File: src/rtl/slr_pkg.sv
`timescale 1ns/1ps
package slr_pkg;

  // Slice sequencing: wait for data, offer the read, publish the index.
  typedef enum logic [1:0] {
    ST_IDLE = 2'd0,
    ST_REQ  = 2'd1,
    ST_WB   = 2'd2
  } slr_state_e;

endpackage

File: src/rtl/slr_prod_reg.sv
`timescale 1ns/1ps
module slr_prod_reg #(
  parameter int IW = 16
) (
  input  logic          clk,
  input  logic          rst_n,
  input  logic [IW-1:0] cfg_size,
  input  logic [IW-1:0] cfg_slice_len,
  input  logic [IW-1:0] cons_idx,
  input  logic          wr_en,
  input  logic [IW-1:0] wr_idx,
  output logic [IW-1:0] prod_idx,
  output logic          overflow
);

  localparam int XW = IW + 1;

  logic [IW-1:0] prod_q, prod_d;
  logic          ovf_q, ovf_d;
  logic          prod_en, ovf_en;
  logic [XW-1:0] adv, fill, cap, fill_new;
  logic          in_range, fits, accept;

  always_comb begin
    if (wr_idx >= prod_q) adv = {1'b0, wr_idx} - {1'b0, prod_q};
    else                  adv = {1'b0, wr_idx} + {1'b0, cfg_size} - {1'b0, prod_q};
    if (prod_q >= cons_idx) fill = {1'b0, prod_q} - {1'b0, cons_idx};
    else                    fill = {1'b0, prod_q} + {1'b0, cfg_size} - {1'b0, cons_idx};
    cap      = {1'b0, cfg_size} - {1'b0, cfg_slice_len};
    fill_new = fill + adv;
    in_range = (wr_idx < cfg_size);
    fits     = (fill_new <= cap);
    accept   = in_range && fits;
    prod_en  = wr_en && accept;
    prod_d   = wr_idx;
    ovf_en   = wr_en && !accept;
    ovf_d    = 1'b1;
  end

  always_ff @(posedge clk or negedge rst_n) begin
    if (!rst_n) begin
      prod_q <= '0;
      ovf_q  <= 1'b0;
    end else begin
      if (prod_en) prod_q <= prod_d;
      if (ovf_en)  ovf_q  <= ovf_d;
    end
  end

  assign prod_idx = prod_q;
  assign overflow = ovf_q;

endmodule

File: src/rtl/slr_cons_fsm.sv
`timescale 1ns/1ps
module slr_cons_fsm
  import slr_pkg::*;
#(
  parameter int AW = 32,
  parameter int IW = 16
) (
  input  logic          clk,
  input  logic          rst_n,
  input  logic [AW-1:0] cfg_base,
  input  logic [IW-1:0] cfg_size,
  input  logic [IW-1:0] cfg_slice_len,
  input  logic [AW-1:0] cfg_wb_addr,
  input  logic [IW-1:0] prod_idx,
  input  logic          rd_req_ready,
  input  logic          wb_ready,
  output logic [IW-1:0] cons_idx,
  output logic          rd_req_valid,
  output logic [AW-1:0] rd_req_addr,
  output logic [IW-1:0] rd_req_len,
  output logic          wb_valid,
  output logic [AW-1:0] wb_addr,
  output logic [IW-1:0] wb_data,
  output logic          slice_done,
  output logic          empty,
  output logic          full
);

  localparam int XW = IW + 1;

  function automatic logic [IW-1:0] ring_add(input logic [IW-1:0] a,
                                             input logic [IW-1:0] b,
                                             input logic [IW-1:0] sz);
    logic [XW-1:0] s;
    s = {1'b0, a} + {1'b0, b};
    if (s >= {1'b0, sz}) s = s - {1'b0, sz};
    return s[IW-1:0];
  endfunction

  slr_state_e    st_q, st_d;
  logic [IW-1:0] cons_q, cons_d;
  logic          cons_en;
  logic [XW-1:0] avail;
  logic          have_slice;
  logic [IW-1:0] prod_next;

  always_comb begin
    if (prod_idx >= cons_q) avail = {1'b0, prod_idx} - {1'b0, cons_q};
    else                    avail = {1'b0, prod_idx} + {1'b0, cfg_size} - {1'b0, cons_q};
    have_slice = (cfg_slice_len != '0) && (avail >= {1'b0, cfg_slice_len});
    prod_next  = ring_add(prod_idx, cfg_slice_len, cfg_size);
  end

  always_comb begin
    st_d       = st_q;
    cons_d     = ring_add(cons_q, cfg_slice_len, cfg_size);
    cons_en    = 1'b0;
    slice_done = 1'b0;
    unique case (st_q)
      ST_IDLE: if (have_slice) st_d = ST_REQ;
      ST_REQ: if (rd_req_ready) begin
        cons_en = 1'b1;
        st_d    = ST_WB;
      end
      ST_WB: if (wb_ready) begin
        slice_done = 1'b1;
        st_d       = ST_IDLE;
      end
      default: st_d = ST_IDLE;
    endcase
  end

  always_ff @(posedge clk or negedge rst_n) begin
    if (!rst_n) begin
      st_q   <= ST_IDLE;
      cons_q <= '0;
    end else begin
      st_q <= st_d;
      if (cons_en) cons_q <= cons_d;
    end
  end

  assign cons_idx     = cons_q;
  assign rd_req_valid = (st_q == ST_REQ);
  assign rd_req_addr  = cfg_base + AW'(cons_q);
  assign rd_req_len   = cfg_slice_len;
  assign wb_valid     = (st_q == ST_WB);
  assign wb_addr      = cfg_wb_addr;
  assign wb_data      = cons_q;
  assign empty        = (prod_idx == cons_q);
  assign full         = (prod_next == cons_q);

endmodule

File: src/rtl/slr_irq_mod.sv
`timescale 1ns/1ps
module slr_irq_mod #(
  parameter int CW = 8,
  parameter int TW = 16
) (
  input  logic          clk,
  input  logic          rst_n,
  input  logic          slice_done,
  input  logic [CW-1:0] cfg_coal_cnt,
  input  logic [TW-1:0] cfg_idle_to,
  output logic          irq
);

  logic [CW-1:0] pend_q, pend_d;
  logic [TW-1:0] tmr_q, tmr_d;
  logic          irq_q, irq_d;
  logic          pend_en, tmr_en;
  logic [CW-1:0] coal_eff;
  logic [CW:0]   pend_inc;
  logic [TW:0]   tmr_inc;

  always_comb begin
    coal_eff = (cfg_coal_cnt == '0) ? CW'(1) : cfg_coal_cnt;
    pend_inc = {1'b0, pend_q} + 1'b1;
    tmr_inc  = {1'b0, tmr_q} + 1'b1;
    pend_d   = pend_q;
    tmr_d    = tmr_q;
    irq_d    = 1'b0;
    pend_en  = 1'b0;
    tmr_en   = 1'b0;
    if (slice_done) begin
      pend_en = 1'b1;
      tmr_en  = 1'b1;
      tmr_d   = '0;
      if (pend_inc >= {1'b0, coal_eff}) begin
        irq_d  = 1'b1;
        pend_d = '0;
      end else begin
        pend_d = pend_inc[CW-1:0];
      end
    end else if ((pend_q != '0) && (cfg_idle_to != '0)) begin
      tmr_en = 1'b1;
      if (tmr_inc >= {1'b0, cfg_idle_to}) begin
        irq_d   = 1'b1;
        pend_en = 1'b1;
        pend_d  = '0;
        tmr_d   = '0;
      end else begin
        tmr_d = tmr_inc[TW-1:0];
      end
    end
  end

  always_ff @(posedge clk or negedge rst_n) begin
    if (!rst_n) begin
      pend_q <= '0;
      tmr_q  <= '0;
      irq_q  <= 1'b0;
    end else begin
      irq_q <= irq_d;
      if (pend_en) pend_q <= pend_d;
      if (tmr_en)  tmr_q  <= tmr_d;
    end
  end

  assign irq = irq_q;

endmodule

File: src/rtl/slr_ring_ctrl.sv
`timescale 1ns/1ps
module slr_ring_ctrl #(
  parameter int AW = 32,
  parameter int IW = 16,
  parameter int CW = 8,
  parameter int TW = 16
) (
  input  logic          clk,
  input  logic          rst_n,
  input  logic [AW-1:0] cfg_base,
  input  logic [IW-1:0] cfg_size,
  input  logic [IW-1:0] cfg_slice_len,
  input  logic [AW-1:0] cfg_wb_addr,
  input  logic [CW-1:0] cfg_coal_cnt,
  input  logic [TW-1:0] cfg_idle_to,
  input  logic          prod_wr_en,
  input  logic [IW-1:0] prod_wr_idx,
  output logic          rd_req_valid,
  input  logic          rd_req_ready,
  output logic [AW-1:0] rd_req_addr,
  output logic [IW-1:0] rd_req_len,
  output logic          wb_valid,
  input  logic          wb_ready,
  output logic [AW-1:0] wb_addr,
  output logic [IW-1:0] wb_data,
  output logic          empty,
  output logic          full,
  output logic          overflow,
  output logic          irq
);

  logic [IW-1:0] prod_idx;
  logic [IW-1:0] cons_idx;
  logic          slice_done;

  slr_prod_reg #(.IW(IW)) i_prod (
    .clk           (clk),
    .rst_n         (rst_n),
    .cfg_size      (cfg_size),
    .cfg_slice_len (cfg_slice_len),
    .cons_idx      (cons_idx),
    .wr_en         (prod_wr_en),
    .wr_idx        (prod_wr_idx),
    .prod_idx      (prod_idx),
    .overflow      (overflow)
  );

  slr_cons_fsm #(.AW(AW), .IW(IW)) i_cons (
    .clk           (clk),
    .rst_n         (rst_n),
    .cfg_base      (cfg_base),
    .cfg_size      (cfg_size),
    .cfg_slice_len (cfg_slice_len),
    .cfg_wb_addr   (cfg_wb_addr),
    .prod_idx      (prod_idx),
    .rd_req_ready  (rd_req_ready),
    .wb_ready      (wb_ready),
    .cons_idx      (cons_idx),
    .rd_req_valid  (rd_req_valid),
    .rd_req_addr   (rd_req_addr),
    .rd_req_len    (rd_req_len),
    .wb_valid      (wb_valid),
    .wb_addr       (wb_addr),
    .wb_data       (wb_data),
    .slice_done    (slice_done),
    .empty         (empty),
    .full          (full)
  );

  slr_irq_mod #(.CW(CW), .TW(TW)) i_irq (
    .clk          (clk),
    .rst_n        (rst_n),
    .slice_done   (slice_done),
    .cfg_coal_cnt (cfg_coal_cnt),
    .cfg_idle_to  (cfg_idle_to),
    .irq          (irq)
  );

endmodule

File: config.mk
export PLATFORM = sky130hd
export DESIGN_NAME = slr_ring_ctrl
export DESIGN_NICKNAME = d
export VERILOG_FILES = /design/src/rtl/slr_pkg.sv /design/src/rtl/slr_prod_reg.sv /design/src/rtl/slr_cons_fsm.sv /design/src/rtl/slr_irq_mod.sv /design/src/rtl/slr_ring_ctrl.sv
export SDC_FILE = /design/constraint.sdc
export NUM_CORES = 1
export LEC_CHECK = 0
export ABC_AREA = 1
export BUFFER_PORTS_ARGS = -buffer_cell sky130_fd_sc_hd__buf_2
export CAP_MARGIN = 5
export CORE_MARGIN = 4
export CORE_UTILIZATION = 50
export CTS_BUF_LIST = sky130_fd_sc_hd__clkbuf_4 sky130_fd_sc_hd__clkbuf_8 sky130_fd_sc_hd__clkbuf_16
export DETAILED_ROUTE_END_ITERATION = 7
export GPL_TIMING_DRIVEN = 0
export MAX_ROUTING_LAYER = met4
export PLACE_DENSITY = 0.76
export SETUP_SLACK_MARGIN = 0.15
export SLEW_MARGIN = 20
export SYNTH_ARGS = -nofsm -noshare
export SYNTH_HDL_FRONTEND = slang
export SYNTH_HIERARCHICAL = 1
export SYNTH_SLANG_ARGS = --single-unit
File: constraint.sdc
create_clock -name clk -period 13.8 [get_ports clk]
set_clock_uncertainty 0.15 [all_clocks]
set_input_delay 2.07 -clock clk [delete_from_list [all_inputs] [get_ports clk]]
set_output_delay 2.07 -clock clk [all_outputs]
set_load 0.02 [all_outputs]
==> run metrics <==
DR top layer=met4; Synth area leader=ha_1; drt drc=0; Slew headroom=31.2%; layout cells sized above 1=between 10% and 20%; CTS max path bufs=2; Root Driver=clkbuf_16; Post-synth EDFFs=0; count of final setup violators=0; Crit path depth=27; Post-synth top flop=dfrtp_1; Synth Warn #=6; Final Hold Viols=0; IO Port Bufs=between 200 and 250; Congestion Overflow GR=0; Vias per Instance=around 5.4; CTS tree=built; max incr delay on CP=between 0.4 and 0.5 ns; CP Max Fanout=10; largest cells by area after synthesis=ha_1, nand2_1, inv_1, dfrtp_1, fa_1; Cell Area, Synth=~19,000 sq um; Mapped Avg Cell Area=between 6 and 7 sq um; Sink Count=60; status=completed; CP delay by family, top=simple AND/OR/NAND/NOR gates; largest net degree at the start of global routing=33; Setup crit start kind=primary input; distinct cell type count after synthesis=65; Max Slew Vio Count=0; Final GP Congestion=1.09; wire length on met2=a little over 30,000 microns; Post-Syn Nets=around 3,500; nets=approximately 3,800; Syn Inst Count=between 3,000 and 4,000; Top-Level Pins=between 200 and 250; initial antenna violation count=3; post-synth top area share=between 15 and 20%; area delta synth->final=10.5%; final wirelength=slightly below 70,000 microns; clk slew on worst S/H paths=approximately 0.060 ns; most frequent cell on the critical path=nand2_1; # resized after CTS=0; post-route clock period utilization=about 63%; actual slew at the worst max-slew pin=roughly 1.0 ns; post-CTS setup buffer count=0; Final min period=8.65 ns; Hold WC Path Type=flip-flop to flip-flop; die area=41,500 sq um; Die Y=204 microns; FF+latch count, synth=60; vias in the first global route=between 15,000 and 20,000; Final ANT Viol Nets=0; top-count cell post-synth=nand2_1; Critical Path AT=roughly 6.4 ns; cell row count=slightly above 70; register area share after synthesis=a little under 8%; DP HPWL=56,400 microns; crit path kind=primary input to output pin; fmax=approximately 120 MHz; drt initial violations=roughly 1,600; reg-to-reg slack, setup=just over 7 ns; top post-synthesis cells by count=nand2_1, inv_1, ha_1, a21oi_1, nand3_1; Initial Util=between 50% and 60%; wire per inst=roughly 18 microns; Worst Reg-to-Reg Cells=30; global-route wire length before repair=about 100,000 microns; Die X=~200 microns; via count=slightly above 20,000; post-cts hold buffer count=0; Clk Latency, worst-skew pair=between 0.3 and 0.4 ns; Core Region=37,800 sq um; Async S/R FF share, synth=100%; crit end category=output pin; slowest CP cell=fa_1; routed length on met3=around 4500 microns; Clock H-tree levels=3; total negative slack=0 ns; fillcell total=approximately 3,900; CTS Buf Count=9; # Max-Cap Violations=0; met1 wire length=~29,000 microns; total track usage=between 30% and 40%; CP Data Required Time=approximately 12 ns; RSZ-0062 raised after global routing=false; Critical path buffers and inverters=5; 1st-pass router iterations=5; hold path depth=2
-- flip-flops by register name, summed over array words and instances, names as in the netlist --
signal,flops
i_cons/cons_idx,16
i_cons/st_q,2
i_irq/irq,1
i_irq/pend_q,8
i_irq/tmr_q,16
i_prod/overflow,1
i_prod/prod_idx,16
-- metal layers --
| metal | up-vias | track usage [%] |
|---|---|---|
| met3 | 190 | 3.31 |
| met2 | 724 | 51.6 |
| met1 | 9169 | 41.5 |
| li1 | 10200 | - |
| met4 | 0 | 15.0 |
| met5 | - | - |
-- worst register-to-register path: cells and delay by family, from the launching register on --
kind,cells,cell delay (ns)
DFF,1,0.79
buffers and inverters,4,0.57
adders and majority gates,4,1.69
AOI/OAI and AO/OA,8,1.86
and+or+nand+nor,13,1.30
xor gates and xnor gates,1,0.07
-- through the flow --
stage	instances	utilization, %	area [sq um]	setup WS, ns	hold WS [ns]
after global placement	3775	55.2	20800	5.30	0.296
final	3794	56.1	21200	5.15	0.311
after CTS	3792	56.1	21200	5.27	0.312
after detailed placement	3776	55.3	20900	5.28	0.299
after floorplan	3055	-	19200	6.46	0.336
after global routing	3794	56.1	21200	4.97	0.319
-- cells by family (layout without fill, tap and decap cells) --
kind of cell / after synthesis / count (layout) / synth area share (%)
xor gates and xnor gates: 175 / 175 / 8.08
other: 0 / 2 / 0
and+or+nand+nor: 1340 / 1340 / 30.5
muxes: 4 / 4 / 0.209
DFF: 60 / 60 / 7.84
buffers and inverters: 670 / 896 / 14.8
AOI/OAI and AO/OA: 465 / 465 / 13.9
adders and majority gates: 341 / 341 / 24.5
-- layout by cell type, fill, tap and decap left out, drive strengths merged, types with 60 or more instances in the layout --
cell / Yosys / final
a21oi: 224 / 224
xor2: 105 / 105
nand4: 60 / 60
nand3: 201 / 201
inv: 577 / 578
ha: 283 / 283
xnor2: 70 / 70
buf: 86 / 296
dfrtp: 60 / 60
nor2: 183 / 183
nand2: 825 / 825
o21ai: 139 / 139
-- worst paths after layout --
check | startpoint | end
max | cfg_slice_len[0] | full
min | i_prod/overflow$_DFFE_PN0P_ | i_prod/overflow$_DFFE_PN0P_
max reg2reg | i_prod/prod_idx[1]$_DFFE_PN0P_ | i_prod/prod_idx[1]$_DFFE_PN0P_
min reg2reg | i_prod/overflow$_DFFE_PN0P_ | i_prod/overflow$_DFFE_PN0P_
max in group asynchronous | rst_n | i_prod/overflow$_DFFE_PN0P_
min in group asynchronous | rst_n | i_irq/pend_q[6]$_DFFE_PN0P_
-- final cells by class --
type,count,area (sq um),area share (%)
inverters,580,2180,10.3
clock inverters,6,63.8,0.301
repair buffers,210,1070,5.05
diodes,2,5.00,0.0236
clock buffers,10,233,1.10
plain buffers,90,668,3.16
multi-input cells,2325,14800,70.0
well taps,511,639,3.02
flip-flops and latches,60,1500,7.09
Power is left out: the tool's default activity adds up to more than one toggle a clock period on the data nets, which glitch-free logic cannot reach.
